### src/rtl/lc_pkg.sv
package lc_pkg;

  typedef enum logic [2:0] {
    ST_IDLE,
    ST_FLUSH,
    ST_STEP,
    ST_WAIT,
    ST_LAUNCH,
    ST_CAPTURE
  } lc_state_e;

  // saturate a phase request at the legal upper bound
  function automatic logic [31:0] clamp_phase(logic [31:0] req, logic [31:0] lim);
    return (req > lim) ? lim : req;
  endfunction

  // next tracked phase after one acknowledged step
  function automatic logic [31:0] stepped_phase(logic [31:0] cur, logic up);
    return up ? cur + 32'd1 : cur - 32'd1;
  endfunction

endpackage

### src/rtl/lc_flush_timer.sv
module lc_flush_timer #(
  parameter int WAIT_CYC = 128
) (
  input  logic clk,
  input  logic rst,
  input  logic run,
  output logic last
);
  localparam int CW = (WAIT_CYC > 2) ? $clog2(WAIT_CYC) : 1;
  localparam logic [CW-1:0] LAST_CNT = CW'(WAIT_CYC - 1);

  logic [CW-1:0] cnt;

  always_ff @(posedge clk) begin
    if (rst || !run) cnt <= '0;
    else             cnt <= cnt + CW'(1);
  end

  assign last = run && (cnt == LAST_CNT);


  flush_len_chk: assert property (@(posedge clk) disable iff (rst)
    (run && !last) |=> run);
endmodule

### src/rtl/lc_phase_tracker.sv
module lc_phase_tracker #(
  parameter int PW   = 10,
  parameter int PMAX = 740
) (
  input  logic          clk,
  input  logic          rst,
  input  logic          step_ok,
  input  logic          up,
  output logic [PW-1:0] cur
);
  always_ff @(posedge clk) begin
    if (rst)          cur <= '0;
    else if (step_ok) cur <= PW'(lc_pkg::stepped_phase(32'(cur), up));
  end


  phase_range_chk: assert property (@(posedge clk) disable iff (rst)
    32'(cur) <= 32'(PMAX));


  no_underflow_chk: assert property (@(posedge clk) disable iff (rst)
    (step_ok && !up) |-> (cur != '0));
endmodule

### src/rtl/lc_phase_engine.sv
module lc_phase_engine #(
  parameter int PHASE_W    = 10,
  parameter int PHASE_MAX  = 740,
  parameter int FLUSH_WAIT = 128
) (
  input  logic               clk,
  input  logic               rst,
  input  logic               start_i,
  input  logic [PHASE_W-1:0] req_phase_i,
  input  logic               chain_tail_i,
  input  logic               ps_done_i,
  input  logic               launch_ungate_i,
  input  logic               capture_ungate_i,
  output logic               ps_en_o,
  output logic               ps_inc_o,
  output logic               cap_sel_o,
  output logic               launch_en_o,
  output logic               capture_en_o,
  output logic               flush_mode_o,
  output logic               ref_val_o,
  output logic               ready_o
);
  import lc_pkg::*;

  lc_state_e          state;
  logic [PHASE_W-1:0] target_q;
  logic [PHASE_W-1:0] cur_phase;
  logic               ref_q;

  // named internal events
  logic flush_last;
  logic at_target;
  logic want_up;
  logic step_ok;
  logic launch_fire;
  logic capture_fire;

  assign at_target    = (cur_phase == target_q);
  assign want_up      = (target_q > cur_phase);
  assign step_ok      = (state == ST_WAIT) && ps_done_i;
  assign launch_fire  = (state == ST_LAUNCH);
  assign capture_fire = (state == ST_CAPTURE);

  lc_flush_timer #(.WAIT_CYC(FLUSH_WAIT)) u_flush (
    .clk  (clk),
    .rst  (rst),
    .run  (state == ST_FLUSH),
    .last (flush_last)
  );

  lc_phase_tracker #(.PW(PHASE_W), .PMAX(PHASE_MAX)) u_track (
    .clk     (clk),
    .rst     (rst),
    .step_ok (step_ok),
    .up      (want_up),
    .cur     (cur_phase)
  );

  always_ff @(posedge clk) begin
    if (rst) begin
      state    <= ST_IDLE;
      target_q <= '0;
      ref_q    <= 1'b0;
    end else begin
      case (state)
        ST_IDLE: if (start_i) begin
          target_q <= PHASE_W'(clamp_phase(32'(req_phase_i), 32'(PHASE_MAX)));
          state    <= ST_FLUSH;
        end
        ST_FLUSH: if (flush_last) begin
          ref_q <= chain_tail_i;
          state <= ST_STEP;
        end
        ST_STEP:    state <= at_target ? ST_LAUNCH : ST_WAIT;
        ST_WAIT:    if (ps_done_i) state <= ST_STEP;
        ST_LAUNCH:  state <= ST_CAPTURE;
        ST_CAPTURE: state <= ST_IDLE;
        default:    state <= ST_IDLE;
      endcase
    end
  end

  assign ps_en_o      = (state == ST_STEP) && !at_target;
  assign ps_inc_o     = want_up;
  assign cap_sel_o    = launch_fire || capture_fire;
  assign launch_en_o  = launch_fire || launch_ungate_i;
  assign capture_en_o = capture_fire || capture_ungate_i;
  assign flush_mode_o = (state == ST_FLUSH);
  assign ref_val_o    = ref_q;
  assign ready_o      = (state == ST_IDLE);


  flush_exit_chk: assert property (@(posedge clk) disable iff (rst)
    flush_last |=> (!flush_mode_o && !ready_o));


  step_pulse_chk: assert property (@(posedge clk) disable iff (rst)
    ps_en_o |=> !ps_en_o);


  step_busy_chk: assert property (@(posedge clk) disable iff (rst)
    ps_en_o |-> (!ready_o && !flush_mode_o));


  launch_then_capture_chk: assert property (@(posedge clk) disable iff (rst)
    launch_fire |=> capture_fire);


  ready_after_capture_chk: assert property (@(posedge clk) disable iff (rst)
    $rose(ready_o) |-> $past(capture_fire));


  busy_start_ignored_chk: assert property (@(posedge clk) disable iff (rst)
    (!ready_o && start_i) |=> $stable(target_q));


  ref_hold_chk: assert property (@(posedge clk) disable iff (rst)
    !flush_last |=> $stable(ref_val_o));
endmodule

### config.mk
export PLATFORM = sky130hd
export DESIGN_NAME = lc_phase_engine
export DESIGN_NICKNAME = d
export VERILOG_FILES = /design/src/rtl/lc_pkg.sv /design/src/rtl/lc_flush_timer.sv /design/src/rtl/lc_phase_tracker.sv /design/src/rtl/lc_phase_engine.sv
export SDC_FILE = /design/constraint.sdc
export NUM_CORES = 1
export LEC_CHECK = 0
export ABC_AREA = 1
export BUFFER_PORTS_ARGS = -buffer_cell sky130_fd_sc_hd__buf_2
export CAP_MARGIN = 5
export CELL_PAD_IN_SITES_DETAIL_PLACEMENT = 1
export CELL_PAD_IN_SITES_GLOBAL_PLACEMENT = 1
export CORE_MARGIN = 2
export CORE_UTILIZATION = 44
export CTS_CLUSTER_SIZE = 14
export DETAILED_ROUTE_END_ITERATION = 10
export PLACE_DENSITY = 0.94
export SLEW_MARGIN = 20
export SYNTH_ARGS = -nofsm -noshare
export SYNTH_HDL_FRONTEND = slang
export SYNTH_HIERARCHICAL = 1
export SYNTH_SLANG_ARGS = --single-unit
### constraint.sdc
create_clock -name clk -period 6.85 [get_ports clk]
set_clock_uncertainty 0.15 [all_clocks]
set_input_delay 1.37 -clock clk [delete_from_list [all_inputs] [get_ports clk]]
set_output_delay 1.37 -clock clk [all_outputs]
set_load 0.05 [all_outputs]
==> results of run 1 <==
==> report_power, final <==
part	switching, mW	internal, mW
sequential	0.0210	0.203
clock	0.0659	0.0787
combinational	0.330	0.151
==> how the worst max path moves through the flow <==
| stage | cells after the start | end | start | slack (ps) |
|---|---|---|---|---|
| final | 8 | ps_inc_o | u_track/cur[9]$_SDFFE_PP0P_ | 3060 |
| after floorplan | 17 | u_track/cur[9]$_SDFFE_PP0P_ | u_track/cur[9]$_SDFFE_PP0P_ | 3300 |
| after CTS | 8 | ps_inc_o | u_track/cur[9]$_SDFFE_PP0P_ | 3040 |
| after global routing | 8 | ps_inc_o | u_track/cur[9]$_SDFFE_PP0P_ | 2910 |
| after detailed placement | 8 | ps_inc_o | u_track/cur[9]$_SDFFE_PP0P_ | 3360 |
| after global placement | 3 | capture_en_o | capture_ungate_i | 3470 |
==> synth_stat cells (all sizes together) <==
cell    instances
nand4           2
a21boi          1
a21oi          24
o21ai          15
ha             19
xor2            2
buf             3
and3            1
clkbuf          1
o21a            2
xnor2           2
dfxtp          31
a31o            1
fa              1
nor3            3
o21bai          2
inv            52
nand3b          1
o211ai          1
nand3          16
a211oi          2
nand2          72
nor2           55
a21o            1
==> through the flow <==
step | instances | util | area [um2]
3_3_place_gp | 385 | 0.482 | 2250
5_1_grt | 392 | 0.501 | 2340
2_1_floorplan | 310 | - | 2090
4_1_cts | 392 | 0.501 | 2340
3_5_place_dp | 385 | 0.482 | 2250
6_report | 392 | 0.501 | 2340
==> sequential cells by signal, summed over array words and instances (netlist names) <==
register and flops:
target_q 10, u_track/cur 10, u_flush/cnt 7, state 3, ref_val_o 1
==> logic make-up (layout without fill, tap and decap cells) <==
| kind of cell | count (synthesis) | in the layout | synth area share |
|---|---|---|---|
| AND/OR/NAND/NOR | 150 | 150 | 0.314 |
| buffers and inverters | 56 | 84 | 0.111 |
| AO/OA/AOI/OAI | 49 | 49 | 0.137 |
| flip-flops | 31 | 31 | 0.297 |
| adder cells (fa/ha/maj) | 20 | 20 | 0.123 |
| XOR/XNOR | 4 | 4 | 0.0168 |
==> area by class of cell <==
| type | count | area, um2 | share of cell area |
|---|---|---|---|
| Sequential cell | 31 | 621 | 0.266 |
| Tap cell | 54 | 67.6 | 0.0289 |
| Multi-Input combinational cell | 223 | 1230 | 0.529 |
| Clock buffer | 6 | 82.6 | 0.0354 |
| Timing Repair Buffer | 25 | 128 | 0.0546 |
| Clock inverter | 1 | 5.00 | 0.00214 |
| Inverter | 52 | 198 | 0.0846 |
==> layer usage <==
layer | up-vias | wire (um)
met1 | 969 | 2380
met5 | - | 0
met2 | 38 | 2800
met3 | 23 | 125
met4 | 0 | 229
li1 | 1032 | -
==> results.py, run 1 <==
metrics = {
    "cells_and_area": {
        "final_cell_mix": "nand2_1 (68), nor2_1 (50), inv_1 (47)",
        "nNetsFinal": 375,
        "mostFrequentLayoutCell": "nand2_1",
        "drive_above_1_share": 0.157,
        "nFillCells": 617,
        "antenna_cells": 0,
        "syn_to_final_growth_pct": 11.9,
    },
    "critical_path": {
        "worstSetupStartpointType": "flop",
        "path_buf_inv": 2,
        "worstRegToRegCells": 17,
        "path_common_cell": "nor2_1",
        "crit-reg2reg-launch": "u_track/cur[9]$_SDFFE_PP0P_",
        "critPathSlowestCell": "dfxtp_1",
        "end_kind": "output port",
        "crit_arrival_ps": 2270,
        "path_delay_family": "simple AND/OR/NAND/NOR gates",
        "r2r_slack_ps": 3500,
        "critPathRequiredTime_ps": 5330,
        "setup.worst_path.class": "reg -> out",
        "cp_max_fo": 4,
        "crit_path_max_incr_delay_ps": 360,
        "rr_endpoint": "u_track/cur[7]$_SDFFE_PP0P_",
        "crit_chain": "inv_1, ha_1, nand2_1, nor2_1, a21boi_0, nor2_1, nor2_1, buf_2",
    },
    "cts": {
        "cts_setup_buffers": 0,
        "cts_resized": 0,
        "cts_buffers": 5,
        "clock-sinks": 31,
        "cts_tree": "done",
        "cts-root-buf": "clkbuf_8",
        "hold_buffers": 0,
        "clock_latency_ps": 280,
        "htreeDepth": 2,
        "clkTransAtPathRegs_ps": 60,
        "clk_path_buf_depth": 2,
    },
    "synth": {
        "netlist_area_mm2": 0.00209,
        "synthTopCellsByArea": "dfxtp_1 (30%), nand2_1 (12%), ha_1 (11%)",
        "synth_nets": 347,
        "yosys.area.top_type_share": 0.297,
        "synth_top_cell_by_area": "dfxtp_1",
        "syn_area_per_cell_um2": 6.74,
        "synthesis.instances": 310,
        "yosysUniqueCellTypes": 35,
        "synth_seq_cells": 31,
        "ys_warn_count": 6,
        "ys_seq_area_frac": 0.297,
    },
    "global_route": {
        "grt_pass1_wl_um": 9230,
        "grt_pass1_vias": 2159,
        "met2_usage": 0.405,
        "gr-usage-met1": 0.243,
        "antenna_found_initial": 0,
        "grt-ovfl-total": 0,
        "use_met3": 0.0442,
        "grt_max_degree": 19,
        "busiest_layer": "met2",
        "grt_use_total": 0.226,
    },
    "detailed_routing": {
        "postRouteAntennaNets": 0,
        "first_pass_iters": 4,
        "viasPerCell": 5.26,
        "drt_iter0_markers": 71,
        "wl_per_cell_um": 14.1,
        "vias": 2062,
        "drc_errors": 0,
        "finalWirelength_um": 5530,
    },
    "power": {
        "power.density_mw_per_mm2": 364,
        "total_power_uw": 850,
        "irDropWorstVdd_uv": 96.3,
        "p_leak_nw": 1.17,
    },
    "placed_design": {
        "io_buffers": 24,
        "hpwl_um": 4320,
        "gp_congestion": 0.793,
        "place_ws_ps": 3360,
    },
    "sta": {
        "setup_tns_ps": 0,
        "finalHoldViolCount": 0,
        "worst_slew_pin_slew_ps": 386,
        "worst_hold_slack_ps": 301,
        "setup_violations": 0,
        "relSlewSlack": 0.743,
        "slew_viol_final": 0,
        "rsz0062_at_grt": "no",
        "fmax_ghz": 0.264,
        "setup_ws_ps": 3060,
        "timing.final.crit_share": 0.553,
        "period_needed_ps": 3790,
    },
    "hold_path": {
        "min_path_type": "reg -> reg",
        "min_delay_path_depth": 1,
        "holdPathEnd": "u_flush/cnt[0]$_SDFF_PP0_",
        "holdCritStartpoint": "u_flush/cnt[0]$_SDFF_PP0_",
    },
    "die": {
        "die_area_mm2": 0.00531,
        "die_x_um": 72.9,
        "ios": 25,
        "core_area_mm2": 0.00466,
        "row_count": 25,
        "fp.dieH_um": 72.9,
        "start_util": 0.448,
    },
    "outcome": {
        "status": "completed",
    },
    "job": {
        "cap_viol_max_count": 0,
    },
}
Power figures use the tool's default switching activity.
==> run 2, diff against run 1 <==
CORE_UTILIZATION = 41   (was 44)
PLACE_DENSITY = 0.89   (was 0.94)
clock period = 3.9 ns   (was 6.85 ns; I/O delays follow)
==> results.py, run 2 (synthesized netlist as in run 1, its figures left out) <==
metrics = {
    "outcome": {
        "status": "completed",
    },
    "cts": {
        "cts_setup_buffers": 0,
        "cts_resized": 0,
        "hold_buffers": 0,
        "clock-sinks": 31,
        "cts_buffers": 5,
        "htreeDepth": 2,
        "cts-root-buf": "clkbuf_8",
        "cts_tree": "done",
        "clk_path_buf_depth": 2,
        "clock_latency_ps": 290,
        "clkTransAtPathRegs_ps": 70,
    },
    "die": {
        "fp.dieH_um": 75.4,
        "core_area_mm2": 0.00482,
        "die_area_mm2": 0.00568,
        "die_x_um": 75.4,
        "start_util": 0.434,
        "row_count": 25,
        "ios": 25,
    },
    "power": {
        "total_power_mw": 1.56,
        "p_int_uw": 828,
        "combPwrFrac": 0.534,
        "p_leak_nw": 1.19,
        "p_seq_frac": 0.252,
        "sw_frac_of_total": 0.467,
        "pwr-share-clk": 0.214,
        "switching_power_uw": 727,
        "power.density_mw_per_mm2": 653,
        "irDropWorstVdd_uv": 401,
    },
    "cells_and_area": {
        "nNetsFinal": 375,
        "antenna_cells": 0,
        "final_cell_mix": "nand2_1 (68), nor2_1 (50), inv_1 (47)",
        "nFillCells": 662,
        "finalNonFillerCells": 406,
        "drive_above_1_share": 0.159,
        "regArea_um2": 621,
        "reg.largest.list": "target_q (10), u_track/cur (10), u_flush/cnt (7)",
        "mostFrequentLayoutCell": "nand2_1",
        "utilization": 0.495,
        "multiInputGateArea_mm2": 0.00123,
        "syn_to_final_growth_pct": 14.1,
    },
    "sta": {
        "timing.final.crit_share": 0.829,
        "finalHoldViolCount": 0,
        "fmax_ghz": 0.309,
        "worst_hold_slack_ps": 304,
        "relSlewSlack": 0.713,
        "setup_violations": 0,
        "worst_slew_pin_slew_ps": 430,
        "setup_tns_ps": 0,
        "slew_viol_final": 0,
        "period_needed_ps": 3230,
        "rsz0062_at_grt": "no",
    },
    "detailed_routing": {
        "drt_iter0_markers": 75,
        "first_pass_iters": 4,
        "wl_per_cell_um": 12.5,
        "vias": 1993,
        "finalWirelength_um": 5090,
        "drc_errors": 0,
        "postRouteAntennaNets": 0,
        "viasPerCell": 4.91,
    },
    "critical_path": {
        "crit_path_max_incr_delay_ps": 420,
        "worstSetupStartpointType": "flop",
        "cp_max_fo": 8,
        "critPathRequiredTime_ps": 3940,
        "crit_chain": "inv_1, ha_1, nand2_1, nor2_1, a21boi_0, nor2_1, nor2_1, inv_1, ha_1, a21oi_2, nand2_1, nand2_1, nand3_1, nand2_1, nand3_1, nand2_1, inv_1",
        "end_kind": "flop",
        "critPathSlowestCell": "ha_1",
        "setup.worst_path.class": "reg -> reg",
        "path_common_cell": "nand2_1",
        "crit_arrival_ps": 3280,
    },
    "job": {
        "cap_viol_max_count": 0,
    },
    "global_route": {
        "grt_pass1_wl_um": 8560,
        "grt_use_total": 0.199,
        "grt_max_degree": 19,
        "grt-ovfl-total": 0,
        "grt_pass1_vias": 1992,
        "antenna_found_initial": 0,
    },
    "placed_design": {
        "hpwl_um": 3960,
        "gp_congestion": 0.809,
        "io_buffers": 24,
        "post-place-cells": 398,
    },
    "hold_path": {
        "min_path_type": "reg -> reg",
    },
}
run 2: cell count changes in the layout (fill, tap and decap cells not counted):
cell and change:
bufinv_16 +1
run 2: final cells by class:
cell class	instances	area share
multi-input combinational	223	0.518
sequential	31	0.261
inverter	52	0.0830
timing repair buffer	25	0.0536
tap	67	0.0352
clock buffer	6	0.0347
clock inverter	2	0.0147
run 2: worst max-delay path, delay by kind of cell (launching register included):
family | cells | cell delay (ps)
buffers and inverters | 3 | 360
AOI/OAI and AO/OA | 2 | 460
adders and majority gates | 2 | 710
DFF | 1 | 390
and+or+nand+nor | 10 | 1060
run 2: power groups by stage:
stage	registers [mW]	logic (mW)	clock network, mW
finish	0.391	0.831	0.333
detailed placement	0.398	0.826	0
global placement	0.396	0.800	0
CTS	0.392	0.836	0.338
global route	0.398	0.928	0.356
floorplan	0.388	0.672	0
run 2: final timing paths:
path	startpoint	to	slack [ps]	depth (start not counted)
worst max register to register	u_track/cur[9]$_SDFFE_PP0P_	u_track/cur[9]$_SDFFE_PP0P_	670	17
worst min register to register	u_flush/cnt[0]$_SDFF_PP0_	u_flush/cnt[0]$_SDFF_PP0_	300	1
worst max-delay path	u_track/cur[9]$_SDFFE_PP0P_	u_track/cur[9]$_SDFFE_PP0P_	670	17
worst min-delay path	u_flush/cnt[0]$_SDFF_PP0_	u_flush/cnt[0]$_SDFF_PP0_	300	1
run 2: layer usage:
| metal | share of wire | track usage | vias up |
|---|---|---|---|
| met2 | 0.48 | 0.351 | 23 |
| met3 | 0.038 | 0.0476 | 6 |
| met1 | 0.47 | 0.240 | 923 |
| met5 | 0 | 0 | - |
| li1 | - | - | 1041 |
| met4 | 0.012 | 0.0585 | 0 |
run 2: per-stage QoR:
| stage | instance area, um2 | worst slack, ps |
|---|---|---|
| after detailed placement | 2260 | 728 |
| after global placement | 2260 | 861 |
| after floorplan | 2090 | 349 |
| final | 2380 | 666 |
| after global routing | 2380 | 328 |
| after CTS | 2380 | 622 |
